<file path="src/rtl/skip_column_mapper_pkg.sv">
// Shared types for the marker-skipping column segment generator.
package skip_column_mapper_pkg;

    // Sequencer states of the top module.
    typedef enum logic [2:0] {
        ST_IDLE  = 3'd0,
        ST_MARK  = 3'd1,
        ST_CHUNK = 3'd2,
        ST_TAIL  = 3'd3,
        ST_DONE  = 3'd4
    } map_state_e;

endpackage

</file>
<file path="src/rtl/scm_chunk_gen.sv">
// Chunk walker: keeps the step index and the running start column of the
// current chunk (data chunk in payload mode, parity region in spare mode).
// It emits the raw, unshifted start column and length.
// Assumes the configuration inputs stay stable while a job runs (the top
// latches them), and that step_cnt is non-zero whenever advance or is_last
// is used.
module scm_chunk_gen #(
    parameter int COL_W = 16,
    parameter int CNT_W = 8
) (
    input  logic             clk,
    input  logic             rst_n,
    input  logic             load,
    input  logic             advance,
    input  logic             spare_mode,
    input  logic [COL_W-1:0] page_sz,
    input  logic [COL_W-1:0] spare_sz,
    input  logic [COL_W-1:0] step_sz,
    input  logic [COL_W-1:0] parity_sz,
    input  logic [CNT_W-1:0] step_cnt,
    input  logic [COL_W-1:0] skip_sz,
    input  logic [COL_W-1:0] load_step_sz,
    input  logic             load_spare_mode,
    output logic [COL_W-1:0] raw_pos,
    output logic [COL_W-1:0] raw_len,
    output logic             is_last
);

    logic [CNT_W-1:0] idx_q;
    logic [COL_W-1:0] base_q;
    logic [COL_W-1:0] stride;

    assign stride = step_sz + parity_sz;

    // Step index and start column: reset on load, move by one stride per advance.
    always_ff @(posedge clk) begin
        if (!rst_n) begin
            idx_q  <= '0;
            base_q <= '0;
        end else if (load) begin
            idx_q  <= '0;
            base_q <= load_spare_mode ? load_step_sz : '0;
        end else if (advance) begin
            idx_q  <= idx_q + 1'b1;
            base_q <= base_q + stride;
        end
    end

    // Last-step flag and raw length; the last spare region takes in the free bytes.
    always_comb begin
        is_last = (idx_q == (step_cnt - 1'b1));
        raw_pos = base_q;
        if (!spare_mode)
            raw_len = step_sz;
        else if (is_last)
            raw_len = page_sz + spare_sz - base_q - skip_sz;
        else
            raw_len = parity_sz;
    end

endmodule

</file>
<file path="src/rtl/scm_split.sv">
// Boundary splitter: moves a chunk that lies in the spare area past the
// marker bytes, and cuts a chunk that crosses the main/spare boundary into
// a head ending at the boundary and a tail starting after the marker bytes.
// Purely combinational. Assumes pos + len fits in COL_W+1 bits.
module scm_split #(
    parameter int COL_W = 16
) (
    input  logic [COL_W-1:0] pos,
    input  logic [COL_W-1:0] len,
    input  logic [COL_W-1:0] page_sz,
    input  logic [COL_W-1:0] skip_sz,
    output logic [COL_W-1:0] head_col,
    output logic [COL_W-1:0] head_len,
    output logic [COL_W-1:0] tail_col,
    output logic [COL_W-1:0] tail_len,
    output logic             straddle
);

    localparam int SUM_W = COL_W + 1;

    logic [SUM_W-1:0] end_col;
    logic             in_spare;
    logic [COL_W-1:0] room;

    // Classify the chunk against the boundary and derive both pieces.
    always_comb begin
        end_col  = SUM_W'(pos) + SUM_W'(len);
        in_spare = (pos >= page_sz);
        straddle = !in_spare && (end_col > SUM_W'(page_sz));
        room     = page_sz - pos;
        head_col = in_spare ? pos + skip_sz : pos;
        head_len = straddle ? room : len;
        tail_col = page_sz + skip_sz;
        tail_len = len - room;
    end

    // A split keeps every byte: the head is not empty and head plus tail give the chunk length.
    always_comb begin
        if (straddle === 1'b1) begin
            assert_split_conserves_R3: assert ((head_len != '0) &&
                ((SUM_W'(head_len) + SUM_W'(tail_len)) == SUM_W'(len)))
                else $error("split pieces do not add up to the chunk length");
        end
    end

endmodule

</file>
<file path="src/rtl/skip_column_mapper.sv">
// Marker-skipping column segment generator (top).
// On start it latches the geometry and walks the ECC steps. In spare mode
// it first emits the marker region. Every chunk passes through the
// boundary splitter, so the top presents either one segment or a head
// followed by a tail. The segment holds until it is accepted. A one-cycle
// done pulse ends the job.
// Assumes a legal geometry: skip_count <= spare_size and all columns fit in COL_W.
module skip_column_mapper
    import skip_column_mapper_pkg::*;
#(
    parameter int COL_W  = 16,
    parameter int CNT_W  = 8,
    parameter int SKIP_W = 8
) (
    input  logic              clk,
    input  logic              rst_n,
    input  logic              start,
    input  logic              spare_mode,
    input  logic [COL_W-1:0]  page_size,
    input  logic [COL_W-1:0]  spare_size,
    input  logic [COL_W-1:0]  step_size,
    input  logic [COL_W-1:0]  parity_bytes,
    input  logic [CNT_W-1:0]  step_count,
    input  logic [SKIP_W-1:0] skip_count,
    output logic              busy,
    output logic              seg_valid,
    input  logic              seg_ready,
    output logic [COL_W-1:0]  seg_col,
    output logic [COL_W-1:0]  seg_len,
    output logic              done
);

    localparam int SUM_W = COL_W + 1;

    map_state_e       state_q, state_d;
    logic             spare_q;
    logic [COL_W-1:0] page_q, spare_sz_q, step_q, parity_q, skip_q;
    logic [CNT_W-1:0] cnt_q;

    logic             take_start, accept, advance;
    logic [COL_W-1:0] raw_pos, raw_len;
    logic             is_last;
    logic [COL_W-1:0] head_col, head_len, tail_col, tail_len;
    logic             straddle;

    assign take_start = (state_q == ST_IDLE) && start;
    assign accept     = seg_valid && seg_ready;

    // Latch the job geometry when a start is taken in idle.
    always_ff @(posedge clk) begin
        if (!rst_n) begin
            spare_q    <= 1'b0;
            page_q     <= '0;
            spare_sz_q <= '0;
            step_q     <= '0;
            parity_q   <= '0;
            skip_q     <= '0;
            cnt_q      <= '0;
        end else if (take_start) begin
            spare_q    <= spare_mode;
            page_q     <= page_size;
            spare_sz_q <= spare_size;
            step_q     <= step_size;
            parity_q   <= parity_bytes;
            skip_q     <= COL_W'(skip_count);
            cnt_q      <= step_count;
        end
    end

    scm_chunk_gen #(
        .COL_W(COL_W),
        .CNT_W(CNT_W)
    ) u_chunk_gen (
        .clk             (clk),
        .rst_n           (rst_n),
        .load            (take_start),
        .advance         (advance),
        .spare_mode      (spare_q),
        .page_sz         (page_q),
        .spare_sz        (spare_sz_q),
        .step_sz         (step_q),
        .parity_sz       (parity_q),
        .step_cnt        (cnt_q),
        .skip_sz         (skip_q),
        .load_step_sz    (step_size),
        .load_spare_mode (spare_mode),
        .raw_pos         (raw_pos),
        .raw_len         (raw_len),
        .is_last         (is_last)
    );

    scm_split #(
        .COL_W(COL_W)
    ) u_split (
        .pos      (raw_pos),
        .len      (raw_len),
        .page_sz  (page_q),
        .skip_sz  (skip_q),
        .head_col (head_col),
        .head_len (head_len),
        .tail_col (tail_col),
        .tail_len (tail_len),
        .straddle (straddle)
    );

    // Next state and step advance: marker, head, optional tail, then the next step or done.
    always_comb begin
        state_d = state_q;
        advance = 1'b0;
        unique case (state_q)
            ST_IDLE: begin
                if (start) begin
                    if (spare_mode)              state_d = ST_MARK;
                    else if (step_count == '0)   state_d = ST_DONE;
                    else                         state_d = ST_CHUNK;
                end
            end
            ST_MARK: begin
                if (accept) state_d = (cnt_q == '0) ? ST_DONE : ST_CHUNK;
            end
            ST_CHUNK: begin
                if (accept) begin
                    if (straddle) begin
                        state_d = ST_TAIL;
                    end else if (is_last) begin
                        state_d = ST_DONE;
                    end else begin
                        advance = 1'b1;
                    end
                end
            end
            ST_TAIL: begin
                if (accept) begin
                    if (is_last) begin
                        state_d = ST_DONE;
                    end else begin
                        advance = 1'b1;
                        state_d = ST_CHUNK;
                    end
                end
            end
            ST_DONE: state_d = ST_IDLE;
            default: state_d = ST_IDLE;
        endcase
    end

    // Sequencer state register.
    always_ff @(posedge clk) begin
        if (!rst_n) state_q <= ST_IDLE;
        else        state_q <= state_d;
    end

    // Output mux: marker region, head (or whole chunk), or tail.
    always_comb begin
        seg_valid = 1'b0;
        seg_col   = '0;
        seg_len   = '0;
        unique case (state_q)
            ST_MARK: begin
                seg_valid = 1'b1;
                seg_col   = page_q;
                seg_len   = skip_q;
            end
            ST_CHUNK: begin
                seg_valid = 1'b1;
                seg_col   = head_col;
                seg_len   = head_len;
            end
            ST_TAIL: begin
                seg_valid = 1'b1;
                seg_col   = tail_col;
                seg_len   = tail_len;
            end
            default: ;
        endcase
    end

    assign busy = (state_q != ST_IDLE);
    assign done = (state_q == ST_DONE);

    // A stalled segment holds its value until it is accepted.
    assert_hold_stalled_R7: assert property (@(posedge clk) disable iff (!rst_n)
        seg_valid && !seg_ready |=> seg_valid && $stable(seg_col) && $stable(seg_len))
        else $error("stalled segment changed");

    // done is a single-cycle pulse with no segment beside it.
    assert_done_pulse_R8: assert property (@(posedge clk) disable iff (!rst_n)
        done |=> !done)
        else $error("done longer than one cycle");

    assert_done_quiet_R8: assert property (@(posedge clk) disable iff (!rst_n)
        done |-> !seg_valid)
        else $error("segment valid during done");

    // No segment that starts in the main area runs past its end.
    assert_main_fit_R3: assert property (@(posedge clk) disable iff (!rst_n)
        seg_valid && (seg_col < page_q) |->
            (SUM_W'(seg_col) + SUM_W'(seg_len)) <= SUM_W'(page_q))
        else $error("segment crosses the main-area end");

    // Outside the marker segment, nothing in the spare area touches the marker bytes.
    assert_skip_gap_R2: assert property (@(posedge clk) disable iff (!rst_n)
        seg_valid && (state_q != ST_MARK) && (seg_col >= page_q) |->
            SUM_W'(seg_col) >= (SUM_W'(page_q) + SUM_W'(skip_q)))
        else $error("segment overlaps the marker bytes");

    // A start while busy leaves the latched job untouched.
    assert_start_ignored_R9: assert property (@(posedge clk) disable iff (!rst_n)
        busy && start |=> $stable(spare_q) && $stable(page_q) && $stable(cnt_q))
        else $error("start accepted while busy");

endmodule

</file>
<file path="config.mk">
export PLATFORM = sky130hd
export DESIGN_NAME = skip_column_mapper
export DESIGN_NICKNAME = d
export VERILOG_FILES = /design/src/rtl/skip_column_mapper_pkg.sv /design/src/rtl/scm_chunk_gen.sv /design/src/rtl/scm_split.sv /design/src/rtl/skip_column_mapper.sv
export SDC_FILE = /design/constraint.sdc
export NUM_CORES = 1
export LEC_CHECK = 0
export BUFFER_PORTS_ARGS = -buffer_cell sky130_fd_sc_hd__buf_4
export CAP_MARGIN = 20
export CORE_UTILIZATION = 35
export CTS_CLUSTER_SIZE = 24
export DETAILED_ROUTE_END_ITERATION = 6
export PLACE_DENSITY = 0.57
export SLEW_MARGIN = 20
export SYNTH_ARGS = -nofsm -noshare
export SYNTH_HDL_FRONTEND = slang
export SYNTH_SLANG_ARGS = --single-unit
</file>
<file path="constraint.sdc">
create_clock -name clk -period 9.95 [get_ports clk]
set_input_delay 1.99 -clock clk [delete_from_list [all_inputs] [get_ports clk]]
set_output_delay 1.99 -clock clk [all_outputs]
set_load 0.005 [all_outputs]
</file>
==> results.json <==
{
  "status": "complete, but fails checks",
  "violations": "DRC",
  "cp_top_family": "compound AO/OA/AOI/OAI gates",
  "grt_pass1_vias": 9934,
  "cp-end-kind": "output port",
  "antenna_found_initial": 0,
  "grt_max_degree": 96,
  "synth_top_area_share_pct": 19.55,
  "cp_data_required_time_ns": 7.96,
  "syn_avg_cell_area_um2": 7.734,
  "final_cells": 1930,
  "max_stage_delay_ns": 0.50,
  "critical_path_arrival_ns": 7.48,
  "crit_top_cell": "a21o_1",
  "place_area_um2": 12410,
  "fin_crit_ns": 9.467,
  "dr.pass1.iters": 7,
  "yosys.area.top_type": "dfxtp_1",
  "synthesis.nets": 1687,
  "placed_cells": 1913,
  "final_util_pct": 41.38,
  "min_path_type": "reg2reg",
  "die_y_um": 179.8,
  "wl_per_cell_um": 18.02,
  "antenna_cells": 0,
  "r2r_end": "u_chunk_gen.raw_pos[12]",
  "ys_warn_count": 0,
  "p_per_area_nw_per_um2": 225.3,
  "critical_path_class": "reg2out",
  "worst_path_max_delay_cell": "fa_1",
  "drive_gt1_share_pct": 12.78,
  "ir_drop_v": 0.0001219,
  "cts.sinks": 108,
  "final.setup.tns_ns": 0,
  "nets": 1787,
  "synth_edf_count": 0,
  "rows": 64,
  "cp-start-kind": "flip-flop",
  "hpwl_um": 27720,
  "via_per_inst": 5.359,
  "num_io_pins": 120,
  "vias": 10343,
  "tritoncts": "yes",
  "insertion_delay_ns": 0.38,
  "ant_nets": 0,
  "ctsHoldBuffers": 0,
  "die_w_um": 179.8,
  "regArea_um2": 2163,
  "final_area_um2": 12760,
  "overflow": 0,
  "clk_pin_slew_ns": 0.09,
  "period_share_pct": 95.15,
  "start_util_pct": 35.87,
  "rsz0062_at_grt": "no",
  "worstReg2RegStart": "skip_q[0]",
  "cp_num_buf_inv": 5,
  "nFillCells": 3189,
  "setup_viol": 0,
  "seq_area_frac_synth_pct": 19.55,
  "finalHoldViolCount": 0,
  "cts_inserted_buffers": 9,
  "syn_to_final_growth_pct": 15.36,
  "power_leakage_nw": 5.567,
  "grt_pass1_wl_um": 54860,
  "fmax_mhz": 105.6,
  "multi_input_area_um2": 8243,
  "place.gp.congestion": 0.9239,
  "slew_violations": 0,
  "cts-root-buf": "clkbuf_16",
  "synthDistinctLibCells": 72,
  "synth_area_um2": 11060,
  "grt_usage_pct": 21.70,
  "min_from": "spare_sz_q[0]",
  "drt_iter0_drc": 676,
  "synthCells": 1430,
  "tightestPinTransition_ns": 1.081,
  "portBuffers": 119,
  "die_area_um2": 32310,
  "maxCapViolCount": 0,
  "fin_skew_ns": 0.02053,
  "clockBufferDepth": 2,
  "drc": 7,
  "synth_area_leaders": "dfxtp_1 (20%), ha_1 (14%), a21oi_1 (8.5%)",
  "yosys.cell_count.top_type": "nand2_1",
  "hold_depth": 2,
  "whs_endpoint": "spare_sz_q[0]",
  "r2r_setup_slack_ns": 2.47,
  "synthFlopType": "dfxtp_1",
  "async_flop_share_pct": 0,
  "synth_common_cells": "nand2_1 (223), a21oi_1 (188), ha_1 (128)",
  "slew_headroom_pct": 27.94,
  "path_max_fanout": 15,
  "ys_seq_elements": 108,
  "reg2reg_depth": 30,
  "routed_wl_um": 34780,
  "htreeDepth": 3,
  "coreArea_um2": 30830
}
cells in the final DEF, fill, tap and decap left out, types with 5 or more instances in the layout:
master	count
o21bai_1	17
a31oi_1	15
nand4_1	12
a21o_1	35
a311oi_1	7
o21a_1	9
mux2i_1	29
nor2b_1	11
ha_1	127
nand2b_1	11
inv_1	122
xor2_1	27
dfxtp_1	107
o21ai_0	32
nor3_1	25
clkbuf_16	9
buf_4	146
and3_1	11
a211oi_1	10
a21oi_1	186
o22ai_1	27
xnor2_1	85
nand3_1	29
fa_1	44
nor4_1	6
nand3b_1	5
nand2_1	222
or3_1	7
nor2_1	74
nor3_2	5
how the worst max path moves through the flow:
stage,startpoint,to,slack [ns],cells past startpoint
2_1_floorplan,u_chunk_gen.raw_pos[0],seg_len[10],1.37,32
3_3_place_gp,skip_q[0],seg_len[10],0.41,33
3_5_place_dp,skip_q[0],seg_len[11],0.27,32
4_1_cts,skip_q[0],seg_len[10],0.1,33
5_1_grt,page_q[2],seg_len[0],0.005,30
6_report,skip_q[0],seg_len[0],0.48,30
area by class of cell:
class / count / share of cell area [%]
Multi-Input combinational cell: 1142 / 64.61
Sequential cell: 108 / 16.96
Timing Repair Buffer: 146 / 8.591
Tap cell: 396 / 3.883
Inverter: 123 / 3.619
Clock buffer: 9 / 1.765
Clock inverter: 6 / 0.5786
through the flow:
stage	power, mW	worst slack [ns]	hold WS (ns)
final	2.874	0.4826	0.4584
after global routing	3.129	0.005230	0.4780
after CTS	2.849	0.09683	0.4613
after detailed placement	2.438	0.2705	0.4506
after global placement	2.421	0.4091	0.4477
after floorplan	1.973	1.371	0.4363
worst reg2reg max path: cells and delay by family, from the launching register on:
family / cells / cell delay (ns)
xor+xnor: 2 / 0.31
simple gates: 4 / 0.87
fa+ha+maj: 6 / 2.33
flops: 1 / 0.37
buf+inv: 4 / 0.34
compound gates: 13 / 2.93
mux: 1 / 0.18
where the power goes:
part	switching [mW]	internal [mW]
clock	0.194	0.198
sequential	0.0721	0.481
combinational	1.10	0.831
total	1.36	1.51
kinds of logic (layout without fill, tap and decap cells):
family	count (synthesis)	after routing	synth area share, %
and+or+nand+nor	436	436	17.86
xor gates and xnor gates	112	112	8.870
muxes	32	32	2.930
adders and majority gates	172	172	22.45
DFF	108	108	19.55
AOI/OAI and AO/OA	390	390	21.88
buffers and inverters	180	284	6.460
flip-flops by register name (all words and copies together) (netlist names):
signal / cells
cnt_q: 8
skip_q: 8
step_q: 16
u_chunk_gen.raw_pos: 16
spare_q: 1
spare_sz_q: 16
u_chunk_gen.idx_q: 8
parity_q: 16
page_q: 16
state_q: 3
timing repair:
action / in CTS / in global routing
buffers inserted: 0 / 2
setup endpoints to repair: 7 / 16
gates cloned: 0 / 0
hold endpoints to repair: 0 / 0
pin swaps: 0 / 2
gates resized for setup: 2 / 11
per-layer routing:
| metal | share of wire (%) | GRT usage (%) | wire length (µm) |
|---|---|---|---|
| met2 | 42 | 32.81 | 14560 |
| met5 | 0 | 0 | 0 |
| met4 | 2.0 | 5.931 | 712 |
| met3 | 6.3 | 4.133 | 2208 |
| met1 | 50 | 31.21 | 17300 |
Power figures use the tool's default switching activity.
